`src/rtl/spc_pkg.sv`:
```
package spc_pkg;
   typedef struct packed {
      logic up;
      logic dn;
   } pfd_state_t;

   localparam int unsigned MIN_SYNC_STAGES = 2;
   localparam int unsigned MIN_CNT_W       = 2;
endpackage

```
`src/rtl/spc_sync.sv`:
```
module spc_sync #(
   parameter int unsigned STAGES = 2
) (
   input  logic clk_i,
   input  logic rst_ni,
   input  logic d_i,
   output logic q_o
);
   logic [STAGES-1:0] chain_q;

   if (STAGES < spc_pkg::MIN_SYNC_STAGES) begin : g_bad_stages
      $error("spc_sync: STAGES must be at least 2");
   end

   always_ff @(posedge clk_i or negedge rst_ni) begin
      if (!rst_ni) chain_q <= '0;
      else         chain_q <= {chain_q[STAGES-2:0], d_i};
   end

   assign q_o = chain_q[STAGES-1];
endmodule

```
`src/rtl/spc_edge.sv`:
```
module spc_edge #(
   parameter bit RISING = 1'b1
) (
   input  logic clk_i,
   input  logic rst_ni,
   input  logic lvl_i,
   output logic hit_o
);
   logic prev_q;

   always_ff @(posedge clk_i or negedge rst_ni) begin
      if (!rst_ni) prev_q <= 1'b0;
      else         prev_q <= lvl_i;
   end

   if (RISING) begin : g_rise
      assign hit_o = lvl_i & ~prev_q;
   end else begin : g_fall
      assign hit_o = ~lvl_i & prev_q;
   end
endmodule

```
`src/rtl/spc_pfd.sv`:
```
module spc_pfd (
   input  logic clk_i,
   input  logic rst_ni,
   input  logic stop_i,
   input  logic ref_hit_i,
   input  logic tach_hit_i,
   output logic up_o,
   output logic dn_o,
   output logic busy_o,
   output logic done_o
);
   import spc_pkg::*;

   pfd_state_t st_q, st_d;

   always_comb begin
      st_d.up = st_q.up | ref_hit_i;
      st_d.dn = st_q.dn | tach_hit_i;
      if (st_d.up && st_d.dn) st_d = '0;
      if (stop_i)             st_d = '0;
   end

   always_ff @(posedge clk_i or negedge rst_ni) begin
      if (!rst_ni) st_q <= '0;
      else         st_q <= st_d;
   end

   assign up_o   = st_q.up;
   assign dn_o   = st_q.dn;
   assign busy_o = st_q.up | st_q.dn;
   assign done_o = !stop_i && ((st_q.up && tach_hit_i) || (st_q.dn && ref_hit_i) ||
                               (ref_hit_i && tach_hit_i && !(st_q.up || st_q.dn)));

   p_one_dir_r4: assert property (@(posedge clk_i) disable iff (!rst_ni)
      !(up_o && dn_o));
   p_up_start_r2: assert property (@(posedge clk_i) disable iff (!rst_ni)
      (ref_hit_i && !tach_hit_i && !dn_o && !stop_i) |=> up_o);
   p_dn_start_r3: assert property (@(posedge clk_i) disable iff (!rst_ni)
      (tach_hit_i && !ref_hit_i && !up_o && !stop_i) |=> dn_o);
   p_up_hold_r5: assert property (@(posedge clk_i) disable iff (!rst_ni)
      (up_o && !tach_hit_i && !stop_i) |=> up_o);
   p_stop_idle_r6: assert property (@(posedge clk_i) disable iff (!rst_ni)
      stop_i |=> (!up_o && !dn_o));
endmodule

```
`src/rtl/spc_width.sv`:
```
module spc_width #(
   parameter int unsigned CNT_W = 8
) (
   input  logic             clk_i,
   input  logic             rst_ni,
   input  logic             stop_i,
   input  logic             busy_i,
   input  logic             done_i,
   input  logic [CNT_W-1:0] thresh_i,
   output logic             in_phase_o
);
   localparam logic [CNT_W-1:0] CNT_MAX = {CNT_W{1'b1}};

   logic [CNT_W-1:0] cnt_q;
   logic [CNT_W-1:0] cnt_inc;
   logic [CNT_W-1:0] width;
   logic             inph_q;

   if (CNT_W < spc_pkg::MIN_CNT_W) begin : g_bad_width
      $error("spc_width: CNT_W must be at least 2");
   end

   assign cnt_inc = (cnt_q == CNT_MAX) ? CNT_MAX : cnt_q + CNT_W'(1);
   assign width   = busy_i ? cnt_inc : '0;

   always_ff @(posedge clk_i or negedge rst_ni) begin
      if (!rst_ni) begin
         cnt_q  <= '0;
         inph_q <= 1'b0;
      end else if (stop_i) begin
         cnt_q  <= '0;
         inph_q <= 1'b0;
      end else if (done_i) begin
         cnt_q  <= '0;
         inph_q <= (width < thresh_i);
      end else if (busy_i) begin
         cnt_q  <= cnt_inc;
      end
   end

   assign in_phase_o = inph_q;

   p_sat_r9: assert property (@(posedge clk_i) disable iff (!rst_ni)
      (cnt_q == CNT_MAX && busy_i && !done_i && !stop_i) |=> (cnt_q == CNT_MAX));
   p_stop_lock_r6: assert property (@(posedge clk_i) disable iff (!rst_ni)
      stop_i |=> !in_phase_o);
endmodule

```
`src/rtl/spd_phase_cmp.sv`:
```
module spd_phase_cmp #(
   parameter int unsigned SYNC_STAGES = 2,
   parameter int unsigned CNT_W       = 8
) (
   input  logic             clk_i,
   input  logic             rst_ni,
   input  logic             ref_clk_i,
   input  logic             hall1_i,
   input  logic             stop_i,
   input  logic [CNT_W-1:0] lock_thresh_i,
   output logic             speed_up_o,
   output logic             slow_down_o,
   output logic             tach_o,
   output logic             in_phase_o
);
   logic ref_s, tach_s;
   logic ref_hit, tach_hit;
   logic busy, done;

   spc_sync #(.STAGES(SYNC_STAGES)) u_ref_sync (
      .clk_i(clk_i), .rst_ni(rst_ni), .d_i(ref_clk_i), .q_o(ref_s));
   spc_sync #(.STAGES(SYNC_STAGES)) u_tach_sync (
      .clk_i(clk_i), .rst_ni(rst_ni), .d_i(hall1_i), .q_o(tach_s));

   spc_edge #(.RISING(1'b0)) u_ref_edge (
      .clk_i(clk_i), .rst_ni(rst_ni), .lvl_i(ref_s), .hit_o(ref_hit));
   spc_edge #(.RISING(1'b1)) u_tach_edge (
      .clk_i(clk_i), .rst_ni(rst_ni), .lvl_i(tach_s), .hit_o(tach_hit));

   spc_pfd u_pfd (
      .clk_i(clk_i), .rst_ni(rst_ni), .stop_i(stop_i),
      .ref_hit_i(ref_hit), .tach_hit_i(tach_hit),
      .up_o(speed_up_o), .dn_o(slow_down_o), .busy_o(busy), .done_o(done));

   spc_width #(.CNT_W(CNT_W)) u_width (
      .clk_i(clk_i), .rst_ni(rst_ni), .stop_i(stop_i), .busy_i(busy),
      .done_i(done), .thresh_i(lock_thresh_i), .in_phase_o(in_phase_o));

   assign tach_o = tach_s;
endmodule

```
`config.mk`:
```
export PLATFORM = sky130hd
export DESIGN_NAME = spd_phase_cmp
export DESIGN_NICKNAME = d
export VERILOG_FILES = /design/src/rtl/spc_pkg.sv /design/src/rtl/spc_sync.sv /design/src/rtl/spc_edge.sv /design/src/rtl/spc_pfd.sv /design/src/rtl/spc_width.sv /design/src/rtl/spd_phase_cmp.sv
export SDC_FILE = /design/constraint.sdc
export NUM_CORES = 1
export LEC_CHECK = 0
export BUFFER_PORTS_ARGS = -buffer_cell sky130_fd_sc_hd__clkbuf_2
export CAP_MARGIN = 30
export CORE_MARGIN = 1.5
export CORE_UTILIZATION = 45
export DETAILED_ROUTE_END_ITERATION = 10
export MAX_ROUTING_LAYER = met4
export PLACE_DENSITY_LB_ADDON = 0.15
export SLEW_MARGIN = 20
export SYNTH_ARGS = -nofsm -noshare
export SYNTH_HDL_FRONTEND = slang
export SYNTH_SLANG_ARGS = --single-unit
```
`constraint.sdc`:
```
create_clock -name clk_i -period 4.87 [get_ports clk_i]
set_input_delay 0.2435 -clock clk_i [delete_from_list [all_inputs] [get_ports clk_i]]
set_output_delay 0.2435 -clock clk_i [all_outputs]
set_load 0.02 [all_outputs]
```
* Yosys cells after proc, flatten, opt, wreduce, memory -nomap -nowiden
Cells that the tools add are included.
** Operators by class
- Reductions and logical operators :: 13
- Order comparisons :: 1
- Add/subtract/negate cells :: 1
- Bitwise logic cells :: 7
- Equal/unequal tests :: 1
- Mux-type cells :: 9
** Operators with widths (number)
- $mux W8 :: 5
- $add A8 B1 Y8 const B :: 1
- $eq A8 B8 Y1 const B :: 1
- $lt A8 B8 Y1 :: 1
- $logic_and A1 B1 Y1 :: 6
- $mux W2 :: 2
- $logic_or A1 B1 Y1 :: 3
- $or A1 B1 Y1 :: 3
- $reduce_bool A3 Y1 :: 1
- $and A1 B1 Y1 :: 2
- $logic_not A1 Y1 :: 2
- $mux W1 :: 2
- $not A1 Y1 :: 2
- $reduce_bool A2 Y1 :: 1
** Storage, ports and cells
- Word-level logic and storage cells :: 40
- Output and inout port bits :: 4
- Register bits after elaboration :: 17
- Input bits :: 13

* Longest topological paths before layout
Gate-level depths: netlist of the first run.
- Word-level depth :: 8
- Depth in mapped cells :: 10
- Depth with buffers taken out :: 10

* By module
From an unflattened synthesis of the first run, not the netlist that was laid out.
** Second synthesis, totals
- Cells, all modules :: 113
- Area, all modules :: 1126.1 um^2
** Modules (own cells, without submodules)
- spc_width :: seq. area each 225.2 um^2, cells an instance 95, instances 1, area an instance 845.8 um^2
- spc_pfd :: seq. area each 50.0 um^2, cells an instance 10, instances 1, area an instance 102.6 um^2
- spc_sync :: seq. area each 50.0 um^2, cells an instance 2, instances 2, area an instance 50.0 um^2
- spc_edge :: seq. area each 25.0 um^2, cells an instance 2, instances 2, area an instance 38.8 um^2

* Least setup slack after synthesis of the first run
Ideal clock, no wire load.
- Path kind :: register -> register
- Start point :: register u_width.cnt_q[0]
- End point :: register u_width.inph_q, in the netlist u_width.in_phase_o
- Clock period less this slack :: 2.235 ns
- Buffers on the path :: 0
- Slack :: 2.635 ns
- Required time :: 4.775 ns
- Data arrival time :: 2.140 ns
- Cell stages (with the launch flop) :: 11
- Library setup time :: 0.095 ns
- Cell sequence :: dfrtp_1 -> ha_1 -> and4_4 -> nand2_1 -> nor2_1 -> a211oi_1 -> ha_1 -> a21o_1 -> a211oi_1 -> nand3_1 -> o32ai_2
** Between the ends
- Word-level cells in the longest chain between the ends :: 6
- Elaborated cells on any way between the ends :: 7
- Those cells by class :: 1 x add/sub; 1 x order compare; 1 x eq/ne; 4 x mux
** RTL lines
- start, declared :: RTL line spc_width.sv:14 : logic [CNT_W-1:0] cnt_q;
- start signal, assigned :: RTL line spc_width.sv:37 : cnt_q <= cnt_inc;
- $add A8 B1 Y8 / $eq A8 B8 Y1 (equally long branches) :: RTL line spc_width.sv:23 : assign cnt_inc = (cnt_q == CNT_MAX) ? CNT_MAX : cnt_q + CNT_W'(1);
- $mux W8 (*) :: RTL line spc_width.sv:23
- $mux W8 (*) :: RTL line spc_width.sv:24 : assign width = busy_i ? cnt_inc : '0;
- $lt A8 B8 Y1 (*) :: RTL line spc_width.sv:35 : inph_q <= (width < thresh_i);
- $mux W1 (*) :: RTL line spc_width.sv:33 : end else if (done_i) begin
- $mux W1 (*) :: RTL line spc_width.sv:30 : end else if (stop_i) begin
- end signal, assigned :: RTL line spc_width.sv:35
- end, declared :: RTL line spc_width.sv:17 : logic inph_q;
Every way passes the cells marked *; elsewhere a longest branch is shown, timed or not. The select of a mux whose other input is x is not followed.
A chain may end at the register's enable or synchronous reset.

* Worst setup path in the final report of the first run
Ends and elaborated chain as after synthesis.

==> implementation parameters, run 1 <==
Parameter                              Value

Floorplan
  Overall die area    2670 um2
  Starting density of the core    47.8%
  Placement row count    17
  Die height    51.7 um
  Number of top-level design ports    17
  Die width    51.7 um
  Area inside the core boundary    2230 um2

Timing
  Max transition margin    61.9%
  # setup viols final    0
  Period utilization    51.9%
  Final TNS setup    0 ns
  Upper clock frequency limit    0.396 GHz
  RSZ-0062 raised after global routing    false
  Worst Clk Skew    0.00816 ns
  Tmin final    2.53 ns
  Endpoints failing hold    0
  Slew of the pin with the lowest slew margin    0.570 ns
  Fin. max-slew vios    0

Route
  Routed WL per cell    12.8 um
  DRC violations left    0
  Number of vias in the routed layout    808
  Routed length on met1    978 um
  Count of antenna-violating nets left after detailed routing    0
  Post-detailed-routing wire length    1.96 mm
  Total met2 wirelength after detailed routing    870 um
  Uppermost metal layer occupied by signal nets    met4
  Detailed router's first-iteration violation count    26
  Vias per Instance    5.28
  Routed met3 length    90 um
  Initial DRT Pass Iterations    4

Placed design
  Weighted congestion at the end of routability-driven global placement    0.758
  HPWL after detailed placement    1.52 mm
  Count of buffers inserted at the top-level ports    16

Worst setup path
  Kind of end point of the critical path    flop
  Kind of start point of the critical path    flop
  Critical path data arrival time    2.73 ns
  Worst setup path category    flop to flop
  Peak fanout along the critical path    6
  Critical path data required time    5.08 ns

Pwr
  Net Switching    0.0752 mW
  Power share of the clock group    28.6%
  Design internal power    0.194 mW
  Power density of the placed cells    226 nW/um2
  Switching share of power    28.0%
  Static leakage power    0.575 nW
  IR Drop Worst-Case VDD    0.000170 V
  Part of the power in registers    56.1%
  Comb pwr share    15.3%

Clock network
  TritonCTS clock tree    built
  Clock slew at the register clock pins of the worst setup and hold paths    0.11 ns
  Number of clock sinks    17
  Number of instances resized during post-cts repair    0
  Number of buffers created by CTS    3
  Clock insertion delay at the later pin of the skew report    0.29 ns
  H-tree level count    1
  Clock Path Buffers    2
  Root Driver    sky130_fd_sc_hd__clkbuf_4

Logic synthesis
  Async set-reset flop share out of synthesis    100%
  Mean cell area of the mapped netlist    9.79 um2
  Synthesis-stage register bit count    17
  Synthesized net count    130
  Sequential area share after synthesis    39.9%
  Number of instances in the synthesized netlist    109
  Ys flop type    sky130_fd_sc_hd__dfrtp_1
  Netlist area before placement    1070 um2
  Syn. warnings    0
  Number of enable-type register cells in the synthesized netlist    0
  Number of distinct library cells after synthesis    30

Finish
  Fillcell total    209
  Highest-count cells in the layout ignoring fill and taps    17 x sky130_fd_sc_hd__dfrtp_1, 16 x sky130_fd_sc_hd__clkbuf_2, 14 x sky130_fd_sc_hd__nor2_1
  Post-route core utilization    53.2%
  Most common cell after layout, fill and taps aside    sky130_fd_sc_hd__dfrtp_1
  Synthesis-to-finish area growth    11.4%
  Number of nets at the end of the flow    147
  Number of antenna repair diodes    0
  Fraction of final layout cells with drive strength greater than 1    24.8%

Global routing
  Global-route wire length before repair    3.33 mm
  Overall track demand over capacity in global routing    17.4%
  Via count of the first global-routing pass    742
  Largest net degree at the start of global routing    18
  Initial antenna violation count    0
  GRT overflow    0

Hold path
  Class of the worst hold path    primary input to flop

Job
  Max-Cap Viols    0

Status
  Outcome    finished, final reports clean
[routing by layer]
| layer | up-vias | global-route usage, % |
|---|---|---|
| met1 | 354 | 22.4 |
| met2 | 28 | 26.5 |
| met4 | 0 | 7.89 |
| li1 | 424 | - |
| met3 | 2 | 3.45 |
| met5 | - | - |
[power by group through the flow]
stage / Sequential, mW / Clock (mW) / Combinational, mW
2_1_floorplan: 0.155 / 0 / 0.0259
3_3_place_gp: 0.154 / 0 / 0.0401
3_5_place_dp: 0.154 / 0 / 0.0409
4_1_cts: 0.151 / 0.0826 / 0.0416
5_1_grt: 0.152 / 0.0890 / 0.0458
6_report: 0.151 / 0.0768 / 0.0411
[timing repair]
| action | CTS | global route |
|---|---|---|
| buffers inserted | 0 | 0 |
| endpoints found under the hold margin | 17 | 0 |
| hold buffers | 1 | 0 |
[kinds of logic after synthesis]
group,Yosys count,synth area share [%]
buf+inv,13,5.98
flops,17,39.9
fa+ha+maj,8,9.38
xor+xnor,3,2.46
simple gates,40,21.9
compound gates,28,20.4
[worst paths after layout]
check	start	endpoint	slack, ns	depth (start not counted)
hold / removal	hall1_i	u_tach_sync.chain_q[0]	0.05	1
min in group asynchronous	rst_ni	u_pfd.up_o	0.41	2
hold reg to reg	u_tach_sync.chain_q[0]	u_tach_sync.chain_q[1]	0.36	0
max in group asynchronous	rst_ni	u_width.cnt_q[3]	4.15	2
setup reg to reg	u_width.cnt_q[0]	u_width.in_phase_o	2.34	10
setup / recovery	u_width.cnt_q[0]	u_width.in_phase_o	2.34	10
[sequential cells by signal, summed over array words and instances (netlist names)]
signal	flops
u_pfd.dn_o	1
u_ref_edge.prev_q	1
u_pfd.up_o	1
u_tach_sync.chain_q	2
u_tach_edge.prev_q	1
u_ref_sync.chain_q	2
u_width.in_phase_o	1
u_width.cnt_q	8
[Yosys cell counts, types with 2 or more instances]
| cell type | instances | area share (%) |
|---|---|---|
| sky130_fd_sc_hd__dfrtp_1 | 17 | 40 |
| sky130_fd_sc_hd__nor2_1 | 14 | 4.9 |
| sky130_fd_sc_hd__a21oi_1 | 10 | 4.7 |
| sky130_fd_sc_hd__ha_1 | 8 | 9.4 |
| sky130_fd_sc_hd__inv_1 | 8 | 2.8 |
| sky130_fd_sc_hd__nand2_1 | 5 | 1.8 |
| sky130_fd_sc_hd__a211oi_1 | 4 | 2.8 |
| sky130_fd_sc_hd__a21o_1 | 4 | 2.8 |
| sky130_fd_sc_hd__a211oi_2 | 3 | 3.5 |
| sky130_fd_sc_hd__and3_1 | 3 | 1.8 |
| sky130_fd_sc_hd__buf_2 | 3 | 1.4 |
| sky130_fd_sc_hd__nand3_1 | 3 | 1.4 |
| sky130_fd_sc_hd__nand4_1 | 3 | 1.8 |
| sky130_fd_sc_hd__nor3_1 | 3 | 1.4 |
| sky130_fd_sc_hd__xnor2_1 | 3 | 2.5 |
| sky130_fd_sc_hd__a311oi_1 | 2 | 1.6 |
| sky130_fd_sc_hd__a31oi_1 | 2 | 1.2 |
| sky130_fd_sc_hd__nor2b_1 | 2 | 1.2 |
[area by class of cell]
class	count	area, um2	share of cell area, %
Multi-Input combinational cell	79	578	48.6
Sequential cell	17	425	35.8
Timing Repair Buffer	17	90.1	7.58
Tap cell	28	35.0	2.95
Inverter	8	30.0	2.53
Clock buffer	3	22.5	1.89
Clock inverter	1	7.51	0.632
[worst max-delay path, cell delays in order, from the launching register on]
cell and delay (ns):
sky130_fd_sc_hd__dfrtp_1 0.43, sky130_fd_sc_hd__ha_1 0.29, sky130_fd_sc_hd__and4_4 0.29, sky130_fd_sc_hd__nand2_1 0.06
sky130_fd_sc_hd__nor2_1 0.16, sky130_fd_sc_hd__a211oi_1 0.10, sky130_fd_sc_hd__ha_1 0.32, sky130_fd_sc_hd__a21o_1 0.17
sky130_fd_sc_hd__a211oi_1 0.28, sky130_fd_sc_hd__nand3_1 0.13, sky130_fd_sc_hd__o32ai_2 0.20
[through the flow]
| stage | setup slack [ns] | hold slack, ns | area [um2] | cells | power [mW] |
|---|---|---|---|---|---|
| 6_report | 2.34 | 0.0463 | 1190 | 153 | 0.269 |
| 4_1_cts | 2.31 | 0.0320 | 1190 | 153 | 0.275 |
| 5_1_grt | 2.15 | 0.0204 | 1190 | 153 | 0.287 |
| 3_3_place_gp | 2.47 | 0.194 | 1150 | 148 | 0.194 |
| 2_1_floorplan | 2.63 | -0.0521 | 1070 | 109 | 0.181 |
| 3_5_place_dp | 2.35 | 0.202 | 1150 | 148 | 0.195 |
Power figures use the tool's default switching activity.
==> inputs of run 2 (changes only) <==
==> constraint.sdc (replaced) <==
create_clock -name clk_i -period 2.4 [get_ports clk_i]
set_input_delay 0.12 -clock clk_i [delete_from_list [all_inputs] [get_ports clk_i]]
set_output_delay 0.12 -clock clk_i [all_outputs]
set_load 0.02 [all_outputs]
==> run 2 against run 1 <==
Sequential share of layout area shrank 2.5 points; core utilization grew 4.2 points; flip-flop and latch count is the same; worst hold slack lost 0.0026 ns; final area grew 7.9%; clock-buffer cell count is the same; critical path depth is the same; critical path type unchanged; non-clock buffer count grew 9; maximum frequency grew 11%; via count grew 8.5%; first-iteration DRC count shrank 23%.
==> implementation parameters, run 2 (synthesized netlist as in run 1, its figures left out) <==
Parameter                              Value

Route
  Routed WL per cell    13.3 um
  Total met2 wirelength after detailed routing    989 um
  Routed met3 length    84 um
  DRC violations left    0
  Post-detailed-routing wire length    2.16 mm
  Count of antenna-violating nets left after detailed routing    0
  Vias per Instance    5.41
  Initial DRT Pass Iterations    4
  Routed length on met1    1.05 mm
  Number of vias in the routed layout    877
  Uppermost metal layer occupied by signal nets    met4
  Detailed router's first-iteration violation count    20

Worst setup path
  Source of the worst register-to-register timing path    u_width.cnt_q[0]
  Crit-path slowest cell    sky130_fd_sc_hd__dfrtp_1
  Worst flop-to-flop path endpoint    u_width.in_phase_o
  Slack of the worst reg-to-reg path    0.12 ns
  Kind of start point of the critical path    flop
  R2r worst-path depth    10
  Critical path data required time    2.62 ns
  Peak fanout along the critical path    5
  Critical path buffer and inverter count    1
  Worst setup path category    flop to flop
  Critical path data arrival time    2.50 ns
  CP peak stage delay    0.43 ns
  CP top delay family    simple AND/OR/NAND/NOR gates
  Worst path cell trace    ha_2 -> buf_4 -> nand4_1 -> and3_1 -> nor3_1 -> ha_1 -> and3_1 -> nand4_1 -> a211oi_2 -> o32ai_2
  Kind of end point of the critical path    flop

Hold path
  Startpoint of the most critical hold path    stop_i
  Worst-case hold path end point    u_pfd.up_o
  Class of the worst hold path    primary input to flop
  Hold Path Depth    2

Floorplan
  Number of top-level design ports    17
  Die width    51.7 um
  Starting density of the core    47.8%
  Overall die area    2670 um2
  Area inside the core boundary    2230 um2
  Placement row count    17
  Die height    51.7 um

Finish
  Synthesis-to-finish area growth    20.2%
  Register containing the most flip-flops in the final layout    u_width.cnt_q
  Fillcell total    203
  Number of antenna repair diodes    0
  Highest-count cells in the layout ignoring fill and taps    16 x sky130_fd_sc_hd__clkbuf_2, 16 x sky130_fd_sc_hd__dfrtp_1, 13 x sky130_fd_sc_hd__nor2_1
  Combined area of the multi-input logic cells    598 um2
  Reg area    427 um2
  Top flop regs    u_width.cnt_q (8), u_ref_sync.chain_q (2), u_tach_sync.chain_q (2)
  Fraction of final layout cells with drive strength greater than 1    32.8%
  Number of nets at the end of the flow    156
  Post-route core utilization    57.4%
  Largest register FFs    8

Timing
  Fin. max-slew vios    0
  Worst Clk Skew    0.00434 ns
  # setup viols final    0
  Max transition margin    70.8%
  Period utilization    95.1%
  Tmin final    2.28 ns
  Worst setup slack after layout    0.118 ns
  Endpoints failing hold    0
  Upper clock frequency limit    0.438 GHz
  Slew of the pin with the lowest slew margin    0.439 ns
  Final TNS setup    0 ns

Global routing
  Via count of the first global-routing pass    837
  Global-route wire length before repair    3.62 mm
  Overall track demand over capacity in global routing    19.1%
  Initial antenna violation count    0
  Largest net degree at the start of global routing    18
  GRT overflow    0

Placed design
  Pre-CTS setup slack    0.110 ns
  HPWL after detailed placement    1.57 mm
  Count of buffers inserted at the top-level ports    16
  Weighted congestion at the end of routability-driven global placement    0.786

Job
  Max-Cap Viols    0

Clock network
  Root Driver    sky130_fd_sc_hd__clkbuf_4
  Clock Path Buffers    2
  Clock slew at the register clock pins of the worst setup and hold paths    0.11 ns
  Number of buffers created by CTS    3
  Clock insertion delay at the later pin of the skew report    0.30 ns
  H-tree level count    1
  TritonCTS clock tree    built
  Number of clock sinks    17

Pwr
  Static leakage power    0.616 nW
  Power density of the placed cells    442 nW/um2
  IR Drop Worst-Case VDD    0.000324 V

Status
  Outcome    finished, final reports clean
[run 2: changes by cell type in the layout (fill, tap and decap cells not counted), sizes merged]
cell | before | now
dlygate4sd3 | 1 | 3
buf | 0 | 7
[run 2: layer usage]
layer  global-route usage, %  vias up
li1                        -      446
met1                    24.6      406
met2                    29.7       21
met3                    2.59        4
met4                    9.21        0
met5                       -        -
[run 2: report_power, final]
group | total (mW) | internal [mW] | switching [mW]
registers | 0.307 | 0.297 | 0.00916
clock network | 0.165 | 0.0634 | 0.102
logic | 0.0949 | 0.0411 | 0.0538
[run 2: what timing repair did]
action                                 CTS  global route
buffers inserted                         0             3
endpoints found under the hold margin   19             0
hold buffers                             3             0
resized for setup                        0             6
setup endpoints to repair                0             1
[run 2: final cells by class]
type	instances	share of cell area (%)
multi-input combinational	79	46.6
sequential	17	33.3
timing repair buffer	26	12.7
tap	28	2.73
inverter	8	2.34
clock buffer	3	1.76
clock inverter	1	0.585
[run 2: metrics by stage]
stage / hold slack, ns / power [mW] / instance area (um2) / std cells
2_1_floorplan: -0.176 / 0.367 / 1070 / 109
3_5_place_dp: 0.0852 / 0.398 / 1180 / 152
6_report: 0.0437 / 0.566 / 1280 / 162
3_3_place_gp: 0.0837 / 0.397 / 1180 / 152
4_1_cts: 0.00832 / 0.574 / 1240 / 159
5_1_grt: 0.0298 / 0.597 / 1280 / 162
[run 2: worst max-delay path by stage]
stage | endpoint | cells after the start | start
2_1_floorplan | u_width.in_phase_o | 10 | u_width.cnt_q[0]
3_3_place_gp | u_width.in_phase_o | 10 | u_width.cnt_q[0]
3_5_place_dp | u_width.in_phase_o | 10 | u_width.cnt_q[2]
4_1_cts | u_width.in_phase_o | 10 | u_width.cnt_q[2]
5_1_grt | u_width.in_phase_o | 10 | u_width.cnt_q[0]
6_report | u_width.in_phase_o | 10 | u_width.cnt_q[0]
==> inputs of run 3 (changes only) <==
--- a/config.mk
+++ b/config.mk
@@ -7,6 +7,7 @@
 export LEC_CHECK = 0
 export BUFFER_PORTS_ARGS = -buffer_cell sky130_fd_sc_hd__clkbuf_2
 export CAP_MARGIN = 30
+export CORE_ASPECT_RATIO = 0.6
 export CORE_MARGIN = 1.5
 export CORE_UTILIZATION = 45
 export DETAILED_ROUTE_END_ITERATION = 10
==> run 3 against run 2 <==
Largest power group unchanged; routed wire length increased by 11%; clock-buffer cell count increased by 1; cell count increased by 1.9%; critical endpoint unchanged; via count increased by 2.2%.
==> implementation parameters, run 3 (synthesized netlist as in run 1, its figures left out) <==
Parameter                              Value

Route
  DRC violations left    0
  Initial DRT Pass Iterations    5
  Vias per Instance    5.43
  Number of vias in the routed layout    896
  Count of antenna-violating nets left after detailed routing    0
  Detailed router's first-iteration violation count    26
  Post-detailed-routing wire length    2.41 mm
  Routed WL per cell    14.6 um

Timing
  RSZ-0062 raised after global routing    false
  Max transition margin    69.9%
  Fin. max-slew vios    0
  # setup viols final    0
  Upper clock frequency limit    0.443 GHz
  Worst Clk Skew    0.00420 ns
  Endpoints failing hold    0
  Slew of the pin with the lowest slew margin    0.451 ns
  Period utilization    94.1%
  Final TNS setup    0 ns
  Tmin final    2.26 ns

Worst setup path
  Critical path data required time    2.57 ns
  CP top delay family    compound AO/OA/AOI/OAI gates
  Worst setup path category    flop to flop
  Kind of start point of the critical path    flop
  Kind of end point of the critical path    flop
  Worst path cell trace    ha_1 -> and4_4 -> nand2_1 -> nor2_2 -> a211oi_2 -> ha_1 -> a21o_1 -> a211oi_2 -> nand3_1 -> o32ai_2
  Critical path data arrival time    2.43 ns
  Crit-path slowest cell    sky130_fd_sc_hd__dfrtp_1
  CP peak stage delay    0.42 ns
  Peak fanout along the critical path    5
  Critical path buffer and inverter count    0

Floorplan
  Number of top-level design ports    17
  Die width    65.9 um
  Overall die area    2680 um2
  Placement row count    13
  Die height    40.7 um
  Starting density of the core    48.6%
  Area inside the core boundary    2200 um2

Clock network
  Number of clock sinks    17
  Number of buffers created by CTS    3
  Clock slew at the register clock pins of the worst setup and hold paths    0.07 ns
  Root Driver    sky130_fd_sc_hd__clkbuf_8
  H-tree level count    1
  Total setup buffers inserted after CTS    0
  Clock Path Buffers    2
  Clock insertion delay at the later pin of the skew report    0.26 ns
  TritonCTS clock tree    built

Finish
  Most common cell after layout, fill and taps aside    sky130_fd_sc_hd__dfrtp_1
  Post-route core utilization    59.1%
  Fillcell total    191
  Number of antenna repair diodes    0
  Register containing the most flip-flops in the final layout    u_width.cnt_q
  Largest register FFs    8
  Top flop regs    u_width.cnt_q (8), u_ref_sync.chain_q (2), u_tach_sync.chain_q (2)
  Final cell area excluding filler cells    1300 um2
  Reg area    425 um2
  Synthesis-to-finish area growth    21.7%
  Fraction of final layout cells with drive strength greater than 1    30.4%
  Number of nets at the end of the flow    157
  Highest-count cells in the layout ignoring fill and taps    17 x sky130_fd_sc_hd__dfrtp_1, 16 x sky130_fd_sc_hd__clkbuf_2, 13 x sky130_fd_sc_hd__nor2_1
  Combined area of the multi-input logic cells    591 um2

Global routing
  Initial antenna violation count    0
  GRT overflow    0
  Overall track demand over capacity in global routing    20.6%
  Via count of the first global-routing pass    783
  Largest net degree at the start of global routing    18
  Global-route wire length before repair    3.76 mm

Placed design
  Count of buffers inserted at the top-level ports    16
  Total cell area at the placement stage    1210 um2
  Weighted congestion at the end of routability-driven global placement    0.805
  HPWL after detailed placement    1.87 mm

Job
  Max-Cap Viols    0

Pwr
  Total chip power    0.625 mW
  Power density of the placed cells    481 nW/um2
  IR Drop Worst-Case VDD    0.000295 V
  Static leakage power    0.635 nW

Hold path
  Class of the worst hold path    primary input to flop

Status
  Outcome    finished, final reports clean
[run 3: cell count changes in the layout (fill, tap and decap cells not counted), sizes merged]
cell	delta
clkbuf	+1
clkinvlp	-1
buf	+1
[run 3: cell type report]
class	instances	area share, %
Sequential cell	17	32.8
Tap cell	30	2.89
Clock buffer	4	3.47
Multi-Input combinational cell	79	45.5
Timing Repair Buffer	27	13.1
Inverter	8	2.31
[run 3: metal layers]
metal	vias up	share of wire, %	global-route usage [%]
met5	-	0	-
met4	0	1.5	6.25
met3	6	7.3	4.95
met2	34	42	32.1
met1	413	49	27.3
li1	443	-	-
[run 3: per-stage QoR]
step | std cells | worst slack (ns) | hold slack (ns)
final | 165 | 0.141 | 0.0835
after CTS | 165 | 0.0495 | 0.0753
after detailed placement | 158 | 0.0769 | 0.0862
after global routing | 165 | 0.00768 | 0.101
after floorplan | 109 | 0.165 | -0.176
after global placement | 158 | 0.190 | 0.0807
[run 3: power by group]
part	leakage, nW	internal, mW	switching (mW)	total (mW)
clock network	0.0228	0.118	0.104	0.222
logic	0.391	0.0395	0.0560	0.0956
registers	0.221	0.298	0.00946	0.307
total	0.635	0.455	0.169	0.625
[run 3: path summary, 6_finish.rpt]
| kind | from | endpoint | slack [ns] | cells after the start |
|---|---|---|---|---|
| worst min register to register | u_tach_sync.chain_q[0] | u_tach_sync.chain_q[1] | 0.35 | 0 |
| worst max register to register | u_width.cnt_q[0] | u_width.in_phase_o | 0.14 | 10 |
| worst min-delay path | stop_i | u_pfd.up_o | 0.08 | 2 |
| worst max-delay path | u_width.cnt_q[0] | u_width.in_phase_o | 0.14 | 10 |
| max in group asynchronous | rst_ni | u_tach_edge.prev_q | 1.75 | 2 |
| min in group asynchronous | rst_ni | u_width.cnt_q[7] | 0.34 | 2 |
[run 3: repair_timing]
item                                    in CTS  in global routing
resized for setup                            0                  3
hold endpoints to repair                    19                  0
hold buffers                                 3                  0
endpoints found under the setup margin       0                  1
